File: src/rtl/acc_alu_pkg.sv
package acc_alu_pkg;

  typedef enum logic [3:0] {
    OP_ADC  = 4'd0,
    OP_SBC  = 4'd1,
    OP_CMP  = 4'd2,
    OP_AND  = 4'd3,
    OP_OR   = 4'd4,
    OP_XOR  = 4'd5,
    OP_BIT  = 4'd6,
    OP_ASL  = 4'd7,
    OP_LSR  = 4'd8,
    OP_ROL  = 4'd9,
    OP_ROR  = 4'd10,
    OP_PASS = 4'd11
  } op_e;

  typedef struct packed {
    logic n;
    logic v;
    logic d;
    logic i;
    logic z;
    logic c;
  } stat_t;

  localparam stat_t STAT_RESET = '{n: 1'b0, v: 1'b0, d: 1'b0, i: 1'b1, z: 1'b0, c: 1'b0};

  function automatic logic [7:0] stat_to_byte(stat_t s, logic b4);
    return {s.n, s.v, 1'b1, b4, s.d, s.i, s.z, s.c};
  endfunction

  function automatic stat_t byte_to_stat(logic [7:0] b);
    return '{n: b[7], v: b[6], d: b[3], i: b[2], z: b[1], c: b[0]};
  endfunction

endpackage

File: src/rtl/acc_alu_adder.sv
module acc_alu_adder #(
  parameter int W = 8
) (
  input  logic [W-1:0] a_i,
  input  logic [W-1:0] b_i,
  input  logic         inv_i,
  input  logic         cin_i,
  output logic [W-1:0] sum_o,
  output logic         co_o,
  output logic         ov_o
);
  logic [W-1:0] b_eff;
  logic [W:0]   full;

  // subtraction reuses the adder on the complemented operand
  assign b_eff = inv_i ? ~b_i : b_i;
  assign full  = {1'b0, a_i} + {1'b0, b_eff} + {{W{1'b0}}, cin_i};
  assign sum_o = full[W-1:0];
  assign co_o  = full[W];
  assign ov_o  = (a_i[W-1] == b_eff[W-1]) && (full[W-1] != a_i[W-1]);

endmodule

File: src/rtl/acc_alu_bitops.sv
module acc_alu_bitops #(
  parameter int W = 8
) (
  input  acc_alu_pkg::op_e op_i,
  input  logic [W-1:0]     a_i,
  input  logic [W-1:0]     m_i,
  output logic [W-1:0]     res_o
);
  import acc_alu_pkg::*;

  always_comb begin
    case (op_i)
      OP_AND, OP_BIT: res_o = a_i & m_i;
      OP_OR:          res_o = a_i | m_i;
      OP_XOR:         res_o = a_i ^ m_i;
      default:        res_o = m_i;
    endcase
  end

endmodule

File: src/rtl/acc_alu_shifter.sv
module acc_alu_shifter #(
  parameter int W = 8
) (
  input  logic [W-1:0] a_i,
  input  logic         cin_i,
  input  logic         left_i,
  input  logic         rot_i,
  output logic [W-1:0] res_o,
  output logic         co_o
);
  logic fill;

  assign fill = rot_i & cin_i;

  always_comb begin
    if (left_i) begin
      res_o = {a_i[W-2:0], fill};
      co_o  = a_i[W-1];
    end else begin
      res_o = {fill, a_i[W-1:1]};
      co_o  = a_i[0];
    end
  end

endmodule

File: src/rtl/acc_alu_status.sv
module acc_alu_status (
  input  logic               clk_i,
  input  logic               rst_ni,
  input  logic               we_i,
  input  acc_alu_pkg::stat_t nxt_i,
  input  logic               pull_i,
  input  logic [7:0]         pull_byte_i,
  output acc_alu_pkg::stat_t q_o
);
  import acc_alu_pkg::*;

  stat_t q;
  logic  unused_pull_bits;

  assign unused_pull_bits = ^pull_byte_i[5:4];

  always_ff @(posedge clk_i or negedge rst_ni) begin
    if (!rst_ni)     q <= STAT_RESET;
    else if (pull_i) q <= byte_to_stat(pull_byte_i);
    else if (we_i)   q <= nxt_i;
  end

  assign q_o = q;


  hold_chk: assert property (@(posedge clk_i) disable iff (!rst_ni)
    (!we_i && !pull_i) |=> $stable(q));


  pull_load_chk: assert property (@(posedge clk_i) disable iff (!rst_ni)
    pull_i |=> (q == $past({pull_byte_i[7:6], pull_byte_i[3:0]})));


  di_keep_chk: assert property (@(posedge clk_i) disable iff (!rst_ni)
    !pull_i |=> $stable({q.d, q.i}));

endmodule

File: src/rtl/acc_alu.sv
module acc_alu #(
  parameter int W = 8
) (
  input  logic         clk_i,
  input  logic         rst_ni,
  input  logic [3:0]   op_i,
  input  logic [W-1:0] a_i,
  input  logic [W-1:0] m_i,
  input  logic         flag_we_i,
  input  logic         pull_i,
  input  logic [7:0]   pull_byte_i,
  input  logic         push_sw_i,
  output logic [W-1:0] result_o,
  output logic [7:0]   flags_next_o,
  output logic [7:0]   flags_o,
  output logic [7:0]   push_byte_o
);
  import acc_alu_pkg::*;

  op_e          op;
  stat_t        st_q, st_d;
  logic [W-1:0] add_sum, log_res, sh_res, res;
  logic         add_co, add_ov, sh_co, is_sub, add_cin, sh_left, sh_rot;
  logic [W:0]   adc_ref;

  assign op      = op_e'(op_i);
  assign is_sub  = (op == OP_SBC) || (op == OP_CMP);
  assign add_cin = (op == OP_CMP) ? 1'b1 : st_q.c;
  assign sh_left = (op == OP_ASL) || (op == OP_ROL);
  assign sh_rot  = (op == OP_ROL) || (op == OP_ROR);

  acc_alu_adder #(.W(W)) u_add (
    .a_i   (a_i),
    .b_i   (m_i),
    .inv_i (is_sub),
    .cin_i (add_cin),
    .sum_o (add_sum),
    .co_o  (add_co),
    .ov_o  (add_ov)
  );

  acc_alu_bitops #(.W(W)) u_bitops (
    .op_i  (op),
    .a_i   (a_i),
    .m_i   (m_i),
    .res_o (log_res)
  );

  acc_alu_shifter #(.W(W)) u_shift (
    .a_i    (a_i),
    .cin_i  (st_q.c),
    .left_i (sh_left),
    .rot_i  (sh_rot),
    .res_o  (sh_res),
    .co_o   (sh_co)
  );

  always_comb begin
    res  = a_i;
    st_d = st_q;
    case (op)
      OP_ADC, OP_SBC: begin
        res    = add_sum;
        st_d.c = add_co;
        st_d.v = add_ov;
        st_d.n = add_sum[W-1];
        st_d.z = (add_sum == '0);
      end
      OP_CMP: begin
        st_d.c = add_co;
        st_d.n = add_sum[W-1];
        st_d.z = (add_sum == '0);
      end
      OP_AND, OP_OR, OP_XOR, OP_PASS: begin
        res    = log_res;
        st_d.n = log_res[W-1];
        st_d.z = (log_res == '0);
      end
      OP_BIT: begin
        st_d.z = (log_res == '0);
        st_d.n = m_i[W-1] & (log_res != '0);
        st_d.v = m_i[W-2];
      end
      OP_ASL, OP_LSR, OP_ROL, OP_ROR: begin
        res    = sh_res;
        st_d.c = sh_co;
        st_d.n = sh_res[W-1];
        st_d.z = (sh_res == '0);
      end
      default: ;
    endcase
  end

  acc_alu_status u_status (
    .clk_i       (clk_i),
    .rst_ni      (rst_ni),
    .we_i        (flag_we_i),
    .nxt_i       (st_d),
    .pull_i      (pull_i),
    .pull_byte_i (pull_byte_i),
    .q_o         (st_q)
  );

  assign result_o     = res;
  assign flags_next_o = stat_to_byte(st_d, 1'b0);
  assign flags_o      = stat_to_byte(st_q, 1'b0);
  assign push_byte_o  = stat_to_byte(st_q, push_sw_i);

  assign adc_ref = {1'b0, a_i} + {1'b0, m_i} + {{W{1'b0}}, flags_o[0]};


  adc_carry_chk: assert property (@(posedge clk_i) disable iff (!rst_ni)
    (flag_we_i && !pull_i && op_i == 4'd0) |=> (flags_o[0] == $past(adc_ref[W])));


  cmp_v_keep_chk: assert property (@(posedge clk_i) disable iff (!rst_ni)
    (flag_we_i && !pull_i && op_i == 4'd2) |=> $stable(flags_o[6]));

endmodule

File: config.mk
export PLATFORM = sky130hd
export DESIGN_NAME = acc_alu
export DESIGN_NICKNAME = d
export VERILOG_FILES = /design/src/rtl/acc_alu_pkg.sv /design/src/rtl/acc_alu_adder.sv /design/src/rtl/acc_alu_bitops.sv /design/src/rtl/acc_alu_shifter.sv /design/src/rtl/acc_alu_status.sv /design/src/rtl/acc_alu.sv
export SDC_FILE = /design/constraint.sdc
export NUM_CORES = 1
export LEC_CHECK = 0
export BUFFER_PORTS_ARGS = -buffer_cell sky130_fd_sc_hd__clkbuf_2
export CAP_MARGIN = 20
export CORE_ASPECT_RATIO = 1.75
export CORE_UTILIZATION = 48
export DETAILED_ROUTE_END_ITERATION = 8
export PLACE_DENSITY = 0.8
export RECOVER_POWER = 25
export REMOVE_ABC_BUFFERS = 1
export SETUP_SLACK_MARGIN = 0.02
export SLEW_MARGIN = 20
export SYNTH_ARGS = -nofsm -noshare
export SYNTH_HDL_FRONTEND = slang
export SYNTH_SLANG_ARGS = --single-unit
File: constraint.sdc
create_clock -name clk_i -period 2.8 [get_ports clk_i]
set_input_delay 0 -clock clk_i [delete_from_list [all_inputs] [get_ports clk_i]]
set_output_delay 0 -clock clk_i [all_outputs]
set_load 0.05 [all_outputs]
==> impl_metrics.py <==
metrics = {
    "run_status": {
        "status": "finished, final reports clean",
    },
    "timing": {
        "hold_viol": 0,
        "period_needed_ns": 2.80,
        "finalSetupViolCount": 0,
        "timing.fmax_mhz": 358,
        "final.setup.tns_ns": 0,
        "finalMaxSlewViolations": 0,
        "rsz0062_at_grt": "true",
        "worst_slew_pin_slew_ns": 0.580,
        "slew_headroom": 0.610,
        "skew_ns": 0.00815,
        "finalWorstSetupSlack_ns": 0.00287,
        "finalCritPeriodShare": 0.999,
    },
    "cells_and_area": {
        "drive_above_1_share": 0.354,
        "area_delta_synth_final_pct": 30.8,
        "fin_util": 0.654,
        "mostFrequentLayoutCells": "clkbuf_2 (47), buf_4 (33), ha_1 (23)",
        "nNetsFinal": 406,
        "antennaDiodeCount": 0,
        "mostFrequentLayoutCell": "clkbuf_2",
        "stdcell_count": 396,
        "largest_reg_flops": 6,
    },
    "cts": {
        "tritoncts": "done",
        "cts_root_buffer": "clkbuf_8",
        "clock_latency_ns": 0.23,
        "clockBufferDepth": 2,
        "cts_buffers": 3,
        "htreeDepth": 1,
        "clk_pin_slew_ns": 0.04,
        "cts.sinks": 6,
    },
    "power_and_ir_drop": {
        "pwr-share-clk": 0.136,
        "seqPwrFrac": 0.102,
        "vdd_drop_max_mv": 0.298,
        "p_per_area_nw_per_um2": 384,
        "fin_total_pwr_mw": 1.03,
        "p_int_uw": 499,
        "combPwrFrac": 0.762,
        "switching_share": 0.517,
        "p_switching_uw": 534,
        "leakage_nw": 1.28,
    },
    "synth": {
        "postSynthCellCount": 279,
        "synth_cell_types": 63,
        "synthArstFlopShare": 1.00,
        "synth_top_flop_cell": "dfrtp_1",
        "synth_top_area_share": 0.140,
        "yosysWarnings": 0,
        "synthTopCellsByArea": "ha_1 (14%), dfrtp_1 (6.1%), buf_4 (5.8%)",
        "ys_ff_latch": 6,
        "synth_area_um2": 2060,
        "avgSynthCellArea_um2": 7.37,
        "seq_area_frac_synth": 0.0736,
        "synth_edf_count": 0,
        "synth.largest_area_cell": "ha_1",
    },
    "detailed_routing": {
        "drc": 0,
        "vias": 2455,
        "wl_um": 6780,
        "drtIter0Drc": 116,
        "wl_per_cell_um": 17.1,
        "firstDrtPassIters": 4,
        "routed_via_density": 6.20,
        "antenna_left": 0,
    },
    "die": {
        "core_um2": 4110,
        "row_count": 31,
        "start_util": 0.500,
        "die_y_um": 88.6,
        "die_area_um2": 4560,
        "io_pins": 65,
        "die_x_um": 51.5,
    },
    "place": {
        "portBuffers": 55,
        "hpwl_um": 5210,
        "globalplace.congestion": 0.957,
        "place_ws_ns": -0.157,
        "dp_cells": 386,
    },
    "worst_setup_path": {
        "critPathCaptureType": "output port",
        "crit_buf_inv": 4,
        "critical_path.startpoint_type": "register",
        "worst_path_dominant_cell_family": "compound AO/OA/AOI/OAI gates",
        "critPathRequiredTime_ns": 2.80,
        "arrival_ns": 2.80,
        "crit_path_cell_trace": "inv_2 -> o21ai_2 -> fa_2 -> inv_2 -> fa_2 -> nor2b_1 -> o31a_1 -> o31a_1 -> a21oi_2 -> nor3b_2 -> a211o_1 -> buf_6 -> buf_12",
        "critical_path_class": "reg2out",
        "worstPathMaxFanout": 2,
        "critPathMaxStageDelay_ns": 0.38,
        "crit_slowest_cell": "dfrtp_1",
    },
    "flow_run": {
        "drv_cap": 0,
    },
    "global_route": {
        "grt_max_degree": 28,
        "grt_pass1_wl_um": 10900,
        "grt-ovfl-total": 0,
        "antenna_found_initial": 0,
        "grt_use_total": 0.312,
        "grt_pass1_vias": 2440,
    },
    "hold_path": {
        "hp-class": "in2out",
    },
}
## Yosys cell counts (6+ instances only)
cell type	n
nand2b_1	14
a31oi_1	8
nor2b_1	6
o21ai_0	17
xnor2_1	10
inv_1	22
buf_4	16
nor2_1	14
a21oi_1	21
o211ai_1	9
nand2_1	17
ha_1	23
## power by group through the flow
stage | Combinational [mW] | Clock (mW) | Sequential, mW
after floorplan | 0.374 | 0 | 0.183
after global placement | 0.694 | 0 | 0.106
after detailed placement | 0.703 | 0 | 0.107
after CTS | 0.738 | 0.143 | 0.106
after global routing | 0.840 | 0.153 | 0.107
final | 0.787 | 0.141 | 0.106
## final cells by class
class,count,area [µm²]
fill,379,1420
timing repair buffer,90,628
sequential,6,151
clock buffer,4,45.0
multi-input combinational,224,1720
tap,49,61.3
inverter,23,86.3
## cells by family (layout without fill, tap and decap cells)
group | after synthesis | count (layout) | synth area share
muxes | 4 | 4 | 0.0207
and+or+nand+nor | 78 | 78 | 0.207
xor gates and xnor gates | 13 | 13 | 0.0590
buffers and inverters | 52 | 117 | 0.134
DFF | 6 | 6 | 0.0736
AOI/OAI and AO/OA | 99 | 99 | 0.342
other | 2 | 5 | 0.00365
adders and majority gates | 25 | 25 | 0.159
## metrics by stage
stage	hold slack [ns]	area [µm²]
6_report	0.000109	2690
5_1_grt	0.000285	2690
4_1_cts	0.000341	2620
3_5_place_dp	-0.166	2490
3_3_place_gp	-0.172	2490
2_1_floorplan	-0.296	1880
## worst register-to-register path: cells and delay by family, from the launching register on
family	cells	cell delay [ns]
adder cells (fa/ha/maj)	2	0.56
buffers and inverters	2	0.14
AND/OR/NAND/NOR	2	0.13
flip-flops	1	0.38
AO/OA/AOI/OAI	6	1.42
## what timing repair did
| action | CTS | global route |
|---|---|---|
| hold buffers | 1 | 0 |
| gates resized for setup | 15 | 18 |
| hold endpoints to repair | 6 | 0 |
| endpoints found under the setup margin | 7 | 8 |
| pin swaps | 6 | 8 |
| buffers inserted | 3 | 2 |
## path summary, 6_finish.rpt
check                                startpoint         endpoint  slack (ns)  cells after the start
worst min-delay path                  push_sw_i   push_byte_o[4]      0.0001                      0
worst max register to register  u_status.q_o[0]  u_status.q_o[1]        0.06                     12
worst max-delay path            u_status.q_o[0]  flags_next_o[1]       0.003                     13
min in group asynchronous                rst_ni  u_status.q_o[3]        0.17                      2
worst min register to register  u_status.q_o[3]  u_status.q_o[3]        0.56                      1
max in group asynchronous                rst_ni  u_status.q_o[2]        2.34                      2
## routing by layer
metal | vias up | global-route usage | wire length, µm
met1 | 1134 | 0.317 | 2400
met5 | - | 0 | 0
met3 | 38 | 0.0241 | 331
li1 | 1147 | - | -
met2 | 136 | 0.567 | 3570
met4 | 0 | 0.246 | 475
Power figures use the tool's default switching activity.
